`src/rtl/dxq_pkg.sv`:
```
package dxq_pkg;
  // What a single decode slot did in the current cycle
  typedef enum logic [1:0] {
    ACT_IDLE  = 2'd0,  // slot not started
    ACT_TRACE = 2'd1,  // trace run moved
    ACT_GROUP = 2'd2,  // ordinary group moved
    ACT_WAIT  = 2'd3   // slot spent without moving
  } slot_act_e;
endpackage

```
`src/rtl/dxq_window.sv`:
```
// Reduces the raw valid bits to the visible contiguous prefix.
module dxq_window #(
  parameter int WIN = 8
) (
  input  logic [WIN-1:0] valid_in,
  output logic [WIN-1:0] vis
);
  assign vis[0] = valid_in[0];
  for (genvar i = 1; i < WIN; i++) begin : g_pref
    assign vis[i] = vis[i-1] & valid_in[i];
  end
endmodule

```
`src/rtl/dxq_slot.sv`:
```
// One decode slot: takes a start position and decides how far it advances.
module dxq_slot import dxq_pkg::*; #(
  parameter int WIN     = 8,
  parameter int MOP_W   = 3,
  parameter int UQ_SIZE = 16,
  parameter int OCC_W   = 5,
  parameter int PTR_W   = 4
) (
  input  logic [WIN-1:0]       vis,
  input  logic [WIN-1:0]       trace,
  input  logic [WIN-1:0]       done,
  input  logic [WIN*MOP_W-1:0] mop,
  input  logic [OCC_W-1:0]     uq_occ,
  input  logic [PTR_W-1:0]     ptr_in,
  input  logic                 stop_in,
  output logic [PTR_W-1:0]     ptr_out,
  output logic                 stop_out,
  output slot_act_e            act,
  output logic                 bad_head
);
  logic h_vis, h_trace, h_done, h_zero;
  int   run_end, grp_end;
  logic run_open, grp_found;

  // Head fields and the ends of a trace run / ordinary group from ptr_in
  always_comb begin
    h_vis = 1'b0; h_trace = 1'b0; h_done = 1'b0; h_zero = 1'b1;
    run_end = 0; run_open = 1'b1;
    grp_end = WIN; grp_found = 1'b0;
    for (int j = 0; j < WIN; j++) begin
      if (j == int'(ptr_in)) begin
        h_vis   = vis[j];
        h_trace = trace[j];
        h_done  = done[j];
        h_zero  = (mop[j*MOP_W +: MOP_W] == '0);
      end
      if (j >= int'(ptr_in) && run_open) begin
        if (vis[j] && trace[j]) run_end = j + 1;
        else                    run_open = 1'b0;
      end
      if (j > int'(ptr_in) && !grp_found &&
          (!vis[j] || mop[j*MOP_W +: MOP_W] == '0)) begin
        grp_end   = j;
        grp_found = 1'b1;
      end
    end
  end

  always_comb begin
    ptr_out  = ptr_in;
    stop_out = stop_in;
    act      = ACT_IDLE;
    bad_head = 1'b0;
    if (!stop_in) begin
      if (!h_vis) begin
        stop_out = 1'b1;                             // nothing left
      end else if (int'(uq_occ) + int'(ptr_in) >= UQ_SIZE) begin
        stop_out = 1'b1;                             // queue at capacity
      end else if (h_trace) begin
        act      = ACT_TRACE;
        ptr_out  = PTR_W'(run_end);
        stop_out = 1'b1;                             // run ends the cycle
      end else begin
        bad_head = !h_zero;
        if (!h_done) begin
          act = ACT_WAIT;                            // fetch in flight
        end else if (grp_end == WIN) begin
          act      = ACT_WAIT;                       // group not closed in window
          stop_out = 1'b1;
        end else begin
          act     = ACT_GROUP;
          ptr_out = PTR_W'(grp_end);
        end
      end
    end
  end
endmodule

```
`src/rtl/dxq_lanes.sv`:
```
// Builds push lanes for the first pop_cnt window entries.
module dxq_lanes #(
  parameter int WIN    = 8,
  parameter int MOP_W  = 3,
  parameter int DATA_W = 16,
  parameter int PTR_W  = 4,
  parameter int ENT_W  = DATA_W + MOP_W + 2
) (
  input  logic [PTR_W-1:0]      pop_cnt,
  input  logic [WIN-1:0]        trace,
  input  logic [WIN*MOP_W-1:0]  mop,
  input  logic [WIN*DATA_W-1:0] data,
  output logic [WIN-1:0]        push_valid,
  output logic [WIN*ENT_W-1:0]  push_data
);
  for (genvar i = 0; i < WIN; i++) begin : g_lane
    assign push_valid[i] = (int'(pop_cnt) > i);
    assign push_data[i*ENT_W +: ENT_W] = push_valid[i] ?
      {1'b1, trace[i], mop[i*MOP_W +: MOP_W], data[i*DATA_W +: DATA_W]} : '0;
  end
endmodule

```
`src/rtl/dxq_decode_xfer.sv`:
```
module dxq_decode_xfer import dxq_pkg::*; #(
  parameter int DECODE_WIDTH = 4,
  parameter int MAX_MOVE     = 8,
  parameter int UQ_SIZE      = 16,
  parameter int MOP_W        = 3,
  parameter int DATA_W       = 16,
  localparam int PTR_W = $clog2(MAX_MOVE + 1),
  localparam int OCC_W = $clog2(UQ_SIZE + MAX_MOVE + 1),
  localparam int ENT_W = DATA_W + MOP_W + 2
) (
  input  logic [MAX_MOVE-1:0]        fq_valid,
  input  logic [MAX_MOVE-1:0]        fq_trace,
  input  logic [MAX_MOVE-1:0]        fq_done,
  input  logic [MAX_MOVE*MOP_W-1:0]  fq_mop,
  input  logic [MAX_MOVE*DATA_W-1:0] fq_data,
  input  logic [OCC_W-1:0]           uq_occ,
  output logic [PTR_W-1:0]           fq_pop,
  output logic [MAX_MOVE-1:0]        uq_push_valid,
  output logic [MAX_MOVE*ENT_W-1:0]  uq_push_data,
  output logic                       seq_err
);
  logic [MAX_MOVE-1:0]     fq_vis;
  logic [PTR_W-1:0]        ptr   [DECODE_WIDTH+1];
  logic                    stop  [DECODE_WIDTH+1];
  logic [DECODE_WIDTH-1:0] bad;
  logic [2*DECODE_WIDTH-1:0] act_bus;

  dxq_window #(.WIN(MAX_MOVE)) win_i (.valid_in(fq_valid), .vis(fq_vis));

  assign ptr[0]  = '0;
  assign stop[0] = 1'b0;

  for (genvar s = 0; s < DECODE_WIDTH; s++) begin : g_slot
    slot_act_e act_s;
    dxq_slot #(
      .WIN(MAX_MOVE), .MOP_W(MOP_W), .UQ_SIZE(UQ_SIZE),
      .OCC_W(OCC_W), .PTR_W(PTR_W)
    ) slot_i (
      .vis(fq_vis), .trace(fq_trace), .done(fq_done), .mop(fq_mop),
      .uq_occ(uq_occ), .ptr_in(ptr[s]), .stop_in(stop[s]),
      .ptr_out(ptr[s+1]), .stop_out(stop[s+1]),
      .act(act_s), .bad_head(bad[s])
    );
    assign act_bus[2*s +: 2] = act_s;
  end

  assign fq_pop  = ptr[DECODE_WIDTH];
  assign seq_err = |bad;

  dxq_lanes #(
    .WIN(MAX_MOVE), .MOP_W(MOP_W), .DATA_W(DATA_W), .PTR_W(PTR_W), .ENT_W(ENT_W)
  ) lanes_i (
    .pop_cnt(fq_pop), .trace(fq_trace), .mop(fq_mop), .data(fq_data),
    .push_valid(uq_push_valid), .push_data(uq_push_data)
  );
endmodule

```
`config.mk`:
```
export PLATFORM = sky130hd
export DESIGN_NAME = dxq_decode_xfer
export DESIGN_NICKNAME = d
export VERILOG_FILES = /design/src/rtl/dxq_pkg.sv /design/src/rtl/dxq_window.sv /design/src/rtl/dxq_slot.sv /design/src/rtl/dxq_lanes.sv /design/src/rtl/dxq_decode_xfer.sv
export SDC_FILE = /design/constraint.sdc
export NUM_CORES = 1
export LEC_CHECK = 0
export ABC_CLOCK_PERIOD_IN_PS = 15600
export BUFFER_PORTS_ARGS = -buffer_cell sky130_fd_sc_hd__buf_2
export CAP_MARGIN = 25
export CORE_AREA = 2 2 140 142
export DETAILED_ROUTE_END_ITERATION = 12
export DIE_AREA = 0 0 142 144
export GPL_TIMING_DRIVEN = 0
export MAX_ROUTING_LAYER = met4
export PLACE_DENSITY = 0.57
export REMOVE_ABC_BUFFERS = 1
export SETUP_SLACK_MARGIN = 0.3
export SLEW_MARGIN = 20
export SYNTH_ARGS = -nofsm -noshare
export SYNTH_HDL_FRONTEND = slang
export SYNTH_SLANG_ARGS = --single-unit
```
`constraint.sdc`:
```
create_clock -name vclk -period 15.6
set_input_delay 1.56 -clock vclk [all_inputs]
set_output_delay 1.56 -clock vclk [all_outputs]
set_load 0.01 [all_outputs]
```
Yosys cells after proc, flatten, opt, wreduce, memory -nomap -nowiden
Cells that the tools add are included.

storage, ports and cells
  register bits after elaboration = 0
  input port bits = 181
  word-level logic and storage cells = 543

cells by class
  add/sub/neg operators = 3
  $lt $le $gt $ge = 57
  equal/unequal tests = 25
  mux-type cells = 323
  bitwise gates (word level) = 7
  reductions and logical operators = 128

operators by type and width
  cell                                                                     number
  4-bit two-way mux                                                        101
  1-bit two-way mux                                                        208
  21-bit two-way mux                                                       8
  32-bit by 6-bit >= comparator with 1-bit output (second input constant)  3
  1-bit logical AND                                                        74
  4-bit == test (first input constant)                                     12
  3-bit by 4-bit >= comparator with 1-bit output (first input constant)    12
  3-bit by 4-bit > comparator with 1-bit output (first input constant)     12
  1-bit logical NOT                                                        35
  3-bit by 4-bit == test with 1-bit output (first input constant)          6
  1-bit by 4-bit >= comparator with 1-bit output (first input constant)    6
  2-bit by 4-bit >= comparator with 1-bit output (first input constant)    6
  2-bit by 4-bit > comparator with 1-bit output (first input constant)     6
  3-bit logical NOT                                                        8
  5-bit by 4-bit adder with 6-bit output                                   3
  4-bit == test (second input constant)                                    4
  4-bit by 3-bit > comparator with 1-bit output (second input constant)    4
  2-bit by 4-bit == test with 1-bit output (first input constant)          3
  1-bit by 4-bit > comparator with 1-bit output (first input constant)     3
  4-bit logical NOT                                                        3
  2-bit two-way mux                                                        6
  4-bit by 1-bit > comparator with 1-bit output (second input constant)    2
  4-bit by 2-bit > comparator with 1-bit output (second input constant)    2
  1-bit bitwise AND                                                        7
  other kinds (3)                                                          9

Depth between registers and ports, before layout
Gate-level depths: netlist of run 1.

  depth after elaboration = 132
  gate-level depth with buffers = 44

Cells and area by module
From an unflattened synthesis of run 1, not the netlist that was laid out.

unflattened totals
  cells, all modules = 812
  area total of the unflattened synthesis = 5773.0 um2

modules (own cells, without submodules)
  module           times used  cells each  area an instance (um2)  sequential area each (um2)
  dxq_slot         4           149         1106.1                  0.0
  dxq_lanes        1           201         1261.2                  0.0
  dxq_window       1           13          76.3                    0.0
  dxq_decode_xfer  1           2           11.3                    0.0

Worst setup path after synthesis of run 1
No wires, ideal clock.

  kind = input -> output
  from = in fq_trace[0]
  to = out uq_push_valid[6]
  arrival = 9534 ps
  data required time = 14040 ps
  slack = 4506 ps
  cell stages on the path = 43
  buffers on the path = 7
  path through = buf_2 > nand3b_1 > or3_1 > a41o_1 > and2_1 > buf_4 > inv_4 > ha_1 > a21o_1 > nand2_1 > a21oi_1 > a221oi_2 > nand3_1 > nor3_4 > nand2_1 > nor3_2 > nor2_1 > inv_2 > [... 7 more ...] > a311oi_4 > nor2_1 > a2111oi_2 > a21o_1 > buf_6 > inv_4 > buf_2 > ha_1 > a21o_1 > a211o_1 > or3_1 > a2111oi_2 > nand3_1 > o22ai_1 > o22ai_2 > buf_2 > a21oi_1 > buf_4

between the ends
  cells in the longest elaborated chain, start to end = 122
  elaborated cells on any way between the ends = 411
  those cells by class = add/sub (3); order compare (49); eq/ne (24); mux (253); reduce/logical (82)

RTL lines
  item                                             RTL line               RTL
  start: declaration                               dxq_decode_xfer.sv:12  input logic [MAX_MOVE-1:0] fq_trace,
  1-bit logical AND                                dxq_slot.sv:38         if (vis[j] && trace[j]) run_end = j + 1;
  1-bit two-way mux                                dxq_slot.sv:38
  2-bit two-way mux                                dxq_slot.sv:38
  4-bit two-way mux                                dxq_slot.sv:37         if (j >= int'(ptr_in) && run_open) begin
  4-bit two-way mux                                dxq_slot.sv:38
  4-bit two-way mux                                dxq_slot.sv:37
  4-bit two-way mux                                dxq_slot.sv:38
  4-bit two-way mux                                dxq_slot.sv:37
  [... 106 more ...]                               -
  4-bit == test                                    dxq_slot.sv:67         end else if (grp_end == WIN) begin
  4-bit two-way mux                                dxq_slot.sv:67
  4-bit two-way mux                                dxq_slot.sv:65         if (!h_done) begin
  4-bit two-way mux                                dxq_slot.sv:59         end else if (h_trace) begin
  4-bit two-way mux                                dxq_slot.sv:57         end else if (int'(uq_occ) + int'(ptr_in) >= UQ_SIZE) begin
  4-bit two-way mux                                dxq_slot.sv:55         if (!h_vis) begin
  4-bit two-way mux *                              dxq_slot.sv:54         if (!stop_in) begin
  4-bit by 3-bit > comparator with 1-bit output *  dxq_lanes.sv:17        assign push_valid[i] = (int'(pop_cnt) > i);
  end: declaration                                 dxq_decode_xfer.sv:18  output logic [MAX_MOVE-1:0] uq_push_valid,

Every way passes the cells marked *; elsewhere a longest branch is shown, timed or not.

Worst setup path after layout of run 1
  from = in fq_valid[0]
  to = out uq_push_data[84]

between the ends
  cells in the longest elaborated chain, start to end = 132
  elaborated cells on any way between the ends = 476
  those cells by class = add/sub (3); order compare (49); eq/ne (25); mux (277); bitwise (7); reduce/logical (115)

RTL lines
  item                                             RTL line               RTL
  start: declaration                               dxq_decode_xfer.sv:11  input logic [MAX_MOVE-1:0] fq_valid,
  1-bit bitwise AND                                dxq_window.sv:10       assign vis[i] = vis[i-1] & valid_in[i];
  1-bit logical NOT                                dxq_slot.sv:42         (!vis[j] || mop[j*MOP_W +: MOP_W] == '0)) begin
  1-bit logical OR                                 dxq_slot.sv:42
  1-bit two-way mux                                dxq_slot.sv:41         if (j > int'(ptr_in) && !grp_found &&
  1-bit logical NOT                                dxq_slot.sv:41
  1-bit logical AND                                dxq_slot.sv:41
  1-bit two-way mux                                dxq_slot.sv:41
  1-bit logical NOT                                dxq_slot.sv:41
  [... 116 more ...]                               -
  4-bit two-way mux                                dxq_slot.sv:67
  4-bit two-way mux                                dxq_slot.sv:65
  4-bit two-way mux                                dxq_slot.sv:59
  4-bit two-way mux                                dxq_slot.sv:57
  4-bit two-way mux                                dxq_slot.sv:55
  4-bit two-way mux *                              dxq_slot.sv:54
  4-bit by 3-bit > comparator with 1-bit output *  dxq_lanes.sv:17
  21-bit two-way mux *                             dxq_lanes.sv:18        assign push_data[i*ENT_W +: ENT_W] = push_valid[i] ?
  end: declaration                                 dxq_decode_xfer.sv:19  output logic [MAX_MOVE*ENT_W-1:0] uq_push_data,

Marks and branches as above.

==> metrics.yaml, run 1 <==
report.final.slew_viol_count: 0
netSwitchingPower_mw: 0.0761
worstSetupStartpointType: "primary input"
distinct_cell_type_count_of_the_synthesized_netlist: 97
layout.cells.non_filler: 1345
placeableCoreArea_sq_um: 19100
worst-path-max-fanout: 26
die_width_microns: 142
grt_max_degree: 27
route.detailed.wl_per_inst_microns: 24.2
hold_end: "uq_push_data[43]"
arrival_ns: 13.36
syn2layout_area_growth_pct: 37.7
post-synth-top-area-cell: "nor2b_1"
period_share_pct: 95.6
total_power_mw: 0.122
dp.final_hpwl_microns: 27000
grt.overflow.total: 0
syn_area_sq_um: 5140
worst-setup-path-type: "primary input to output pin"
netlist_top_cells_area: "nor2b_1, a21oi_1, o21ai_0"
postRouteWirelength_microns: 32600
critPathBufInv: 9
critPathMaxStageDelay_ns: 0.75
critPathTopFamily: "compound AO/OA/AOI/OAI gates"
1st_iter_drt_viols: 999
yosysWarningCount: 0
timing.max_slew.rel_slack_pct: 31.5
number_of_cells_traversed_by_the_worst_hold_path: 3
netSwitchingFraction_pct: 62.4
synth_top_area_share_pct: 9.36
power_frac_clock_pct: 0
p_leak_nw: 3.37
initial_utilization_pct: 27.0
placedInstanceArea_sq_um: 7080
die_height_microns: 144
worst-slew-pin-transition_ns: 1.02
cap_viol_max_count: 0
outcome: "completed"
ys_top_cells_by_count: "nor2b_1, a21oi_1, nand2_1"
synth.most_common_cell: "nor2b_1"
clk_buffers: 0
max-vdd-ir-drop_uv: 7.02
critPathRequiredTime_ns: 14.04
final.fill_count: 2118
timing.hold.worst.start: "fq_data[33]"
num_io_pins: 362
antenna_found_initial: 2
cp-end-kind: "output pin"
register_area_share_after_synthesis_pct: 0
grt_first_pass_wirelength_microns: 46100
post_synth.cell_area_avg_sq_um: 6.46
route.detailed.drc: 0
detailroute.via_count: 8010
pwr_density_cell_nw_per_um2: 17.2
report.final.setup_viol: 0
dp_cells: 1343
finalInstanceArea_sq_um: 7080
comb_power_share_pct: 100.0
design.die.area_sq_um: 20400
max_freq_mhz: 67.0
final_net_count: 1297
rows: 51
viasPerCell: 5.96
port-buffer-count: 362
grt_use_total_pct: 30.6
timing.setup.tns_ns: 0
final_layout_size_suffix_gt1_share_pct: 40.9
unrepaired_setup_endpoints_after_global_routing: "no"
report.final.hold_viol_count: 0
crit_slowest_cell: "a211oi_1"
drt.antenna.violating_nets: 0
routabilityCongestion: 1.07
seq_area_sq_um: 0
first_global_vias: 7189
internal_power_mw: 0.0458
min-delay-path-class: "primary input to output pin"
netlist_instances: 797
final_core_utilization_pct: 37.1
numSequentialCells: 0
power.share.sequential_pct: 0
fin_crit_ns: 14.92
dr.pass1.iters: 6
## final cells by class
cell class / instances / area [sq um] / share of cell area, %
multi-input cells: 690 / 4660 / 65.8
repair buffers: 368 / 1940 / 27.3
diodes: 2 / 5.00 / 0.0706
inverters: 47 / 181 / 2.56
well taps: 238 / 298 / 4.20
## routing by layer
metal,vias up,GRT usage [%],part of all wire (%)
li1,3644,-,-
met1,3751,41.4,42
met2,553,44.7,43
met3,62,8.01,12
met4,0,8.95,3.4
met5,-,-,0
## cell usage in the layout (no fill, tap or decap), types with 13 or more instances in the layout
master / count
o211ai_1: 18
a211oi_2: 19
o21ai_0: 48
o21ai_1: 13
a31oi_1: 13
nor2_1: 44
nand4_1: 14
nand2_1: 56
inv_1: 37
and2_1: 32
nand3_1: 33
a21oi_1: 59
nor2b_1: 77
nor3_1: 24
buf_2: 362
a21boi_1: 17
## how the worst max path moves through the flow
stage,from,end,depth (start not counted)
after floorplan,fq_valid[3],uq_push_data[104],34
after global placement,fq_valid[0],uq_push_data[85],36
after detailed placement,fq_valid[0],uq_push_data[84],37
after CTS,fq_valid[0],uq_push_data[84],34
after global routing,fq_valid[0],uq_push_data[84],41
final,fq_valid[0],uq_push_data[84],41
## power groups by stage
stage          sequential [mW]     clock, mW  combinational (mW)
6_report                     0  0.0000000172               0.122
5_1_grt                      0  0.0000000171               0.129
4_1_cts                      0             0               0.119
3_5_place_dp                 0             0               0.118
3_3_place_gp                 0             0               0.117
2_1_floorplan                0             0              0.0590
## through the flow
step / hold WS, ns / worst slack, ns
final: 3.40 / 0.681
after global routing: 3.42 / 0.356
after CTS: 3.40 / 0.855
after detailed placement: 3.40 / 0.829
after global placement: 3.40 / -0.627
after floorplan: 3.17 / 3.49
## what timing repair did
action	in CTS	in global routing
setup endpoints to repair	0	13
hold buffers	0	0
setup buffers	0	0
gates resized for setup	0	2
## cell families after synthesis
| group | Yosys count | synth area share, % |
|---|---|---|
| AO/OA/AOI/OAI | 316 | 46.6 |
| buffers and inverters | 107 | 10.3 |
| AND/OR/NAND/NOR | 358 | 39.4 |
| multiplexers | 7 | 1.48 |
| adder cells (fa/ha/maj) | 9 | 2.19 |
No activity file was read; power rests on OpenSTA's default activity.
==> inputs of run 2 (changes only) <==
--- a/config.mk
+++ b/config.mk
@@ -5,7 +5,7 @@
 export SDC_FILE = /design/constraint.sdc
 export NUM_CORES = 1
 export LEC_CHECK = 0
-export ABC_CLOCK_PERIOD_IN_PS = 15600
+export ABC_CLOCK_PERIOD_IN_PS = 15850
 export BUFFER_PORTS_ARGS = -buffer_cell sky130_fd_sc_hd__buf_2
 export CAP_MARGIN = 25
 export CORE_AREA = 2 2 140 142
@@ -16,7 +16,7 @@
 export PLACE_DENSITY = 0.57
 export REMOVE_ABC_BUFFERS = 1
 export SETUP_SLACK_MARGIN = 0.3
-export SLEW_MARGIN = 20
+export SLEW_MARGIN = 10
 export SYNTH_ARGS = -nofsm -noshare
 export SYNTH_HDL_FRONTEND = slang
 export SYNTH_SLANG_ARGS = --single-unit
==> constraint.sdc (replaced) <==
create_clock -name vclk -period 15.85
set_input_delay 1.585 -clock vclk [all_inputs]
set_output_delay 1.585 -clock vclk [all_outputs]
set_load 0.01 [all_outputs]
==> metrics.yaml, run 2 (synthesized netlist as in run 1, its figures left out) <==
outcome: "completed"  # unchanged
fin_crit_ns: 15.00
mostFrequentLayoutCell: "buf_2"  # unchanged
post-cts-setup-buffers: 0  # unchanged
grt_max_degree: 33  # was 27
period_share_pct: 94.6
critPathMaxStageDelay_ns: 0.77  # was 0.75 ns
clk_buffers: 0  # unchanged
routabilityCongestion: 1.07  # unchanged
number_of_cells_traversed_by_the_worst_hold_path: 3  # unchanged
dr.pass1.iters: 7  # was 6
route.detailed.wl_per_inst_microns: 24.3  # was 24.2 microns
timing.setup.tns_ns: 0  # unchanged
seq_area_sq_um: 0  # unchanged
dp.final_hpwl_microns: 27100  # was 27,000 microns
unrepaired_setup_endpoints_after_global_routing: "no"  # unchanged
numSequentialCells: 0  # unchanged
cp_depth: 39  # was 41
min-delay-path-class: "primary input to output pin"  # unchanged
design.die.area_sq_um: 20400  # unchanged
port-buffer-count: 362  # unchanged
grt_first_pass_wirelength_microns: 46500  # was 46,100 microns
1st_iter_drt_viols: 1013  # was 999
multi_input_area_sq_um: 4630  # was 4660 sq um
cp-end-kind: "output pin"  # unchanged
final_net_count: 1301  # was 1,297
critPathRequiredTime_ns: 14.27  # was 14.04 ns
first_global_vias: 7342  # was 7,189
report.final.setup_viol: 0  # unchanged
worst-setup-path-type: "primary input to output pin"  # unchanged
report.final.hold_viol_count: 0  # unchanged
route.detailed.drc: 0  # unchanged
final_layout_size_suffix_gt1_share_pct: 41.0  # was 40.9%
most-common-layout-cells: "buf_2, nor2b_1, a21oi_1"  # unchanged
worst-path-max-fanout: 26  # unchanged
die_width_microns: 142  # unchanged
worst-slew-pin-transition_ns: 1.05  # was 1.02 ns
total_power_mw: 0.121  # was 0.122 mW
cap_viol_max_count: 0  # unchanged
viasPerCell: 5.98  # was 5.96
die_height_microns: 144  # unchanged
antenna_found_initial: 2  # unchanged
syn2layout_area_growth_pct: 38.4  # was 37.7%
num_io_pins: 362  # unchanged
crit_slowest_cell: "nor2_1"  # was a211oi_1
pwr_density_cell_nw_per_um2: 17.0  # was 17.2 nW/um^2
p_leak_nw: 3.40  # was 3.37 nW
postRouteWirelength_microns: 32700  # was 32,600 microns
critPathBufInv: 9  # unchanged
arrival_ns: 13.42  # was 13.36 ns
initial_utilization_pct: 27.0  # unchanged
report.final.slew_viol_count: 0  # unchanged
placeableCoreArea_sq_um: 19100  # unchanged
cts_hold_buffers: 0  # unchanged
max-vdd-ir-drop_uv: 6.60  # was 7.02 uV
rows: 51  # unchanged
final.fill_count: 2119  # was 2,118
timing.max_slew.rel_slack_pct: 29.6  # was 31.5%
detailroute.via_count: 8069  # was 8,010
worstSetupStartpointType: "primary input"  # unchanged
grt.overflow.total: 0  # unchanged
critical-path-top-cell-by-count: "ha_1"
max_freq_mhz: 66.7
critPathTopFamily: "compound AO/OA/AOI/OAI gates"  # unchanged
grt_use_total_pct: 30.7  # was 30.6%
drt.antenna.violating_nets: 0  # unchanged
run 2: changes by cell type in the layout (fill, tap and decap cells not counted), sizes merged:
| cell | before | now |
|---|---|---|
| buf | 368 | 372 |
run 2: worst paths after layout:
path                   startpoint               end  slack [ns]
worst max-delay path  fq_valid[0]  uq_push_data[85]        0.85
worst min-delay path  fq_data[33]  uq_push_data[43]        3.45
run 2: layer usage:
| metal | global-route usage, % | vias to the layer above | wire, microns |
|---|---|---|---|
| met5 | - | - | 0 |
| met4 | 8.79 | 0 | 1300 |
| met3 | 8.54 | 98 | 3910 |
| met2 | 45.3 | 534 | 13800 |
| met1 | 40.8 | 3789 | 13700 |
| li1 | - | 3648 | - |
run 2: where the power goes:
group | internal [mW] | leakage [nW] | switching, mW
Sequential | 0 | 0 | 0
Combinational | 0.0461 | 3.40 | 0.0751
Clock | 0.0000000169 | 0.0000127 | 0
run 2: worst min-delay path: stages:
cell	delay [ns]
buf_2	0.07
and2_1	0.09
buf_2	0.12
run 2: cell type report:
cell class,count,share of cell area [%]
diodes,2,0.0703
inverters,47,2.55
multi-input cells,690,65.1
well taps,238,4.18
repair buffers,372,28.1
run 2: through the flow:
stage	setup WS (ns)	std cells	util, %	hold WS [ns]	area, sq um
floorplan	3.69	737	-	3.22	4790
global placement	-0.427	1337	36.2	3.45	6900
detailed placement	1.06	1347	37.3	3.45	7110
CTS	1.05	1347	37.3	3.45	7110
global route	0.379	1349	37.3	3.47	7120
finish	0.850	1349	37.3	3.45	7120
run 2: what timing repair did:
| action | CTS | global route |
|---|---|---|
| endpoints found under the setup margin | 0 | 2 |
| gates resized for setup | 0 | 1 |
| endpoints found under the hold margin | 0 | 0 |
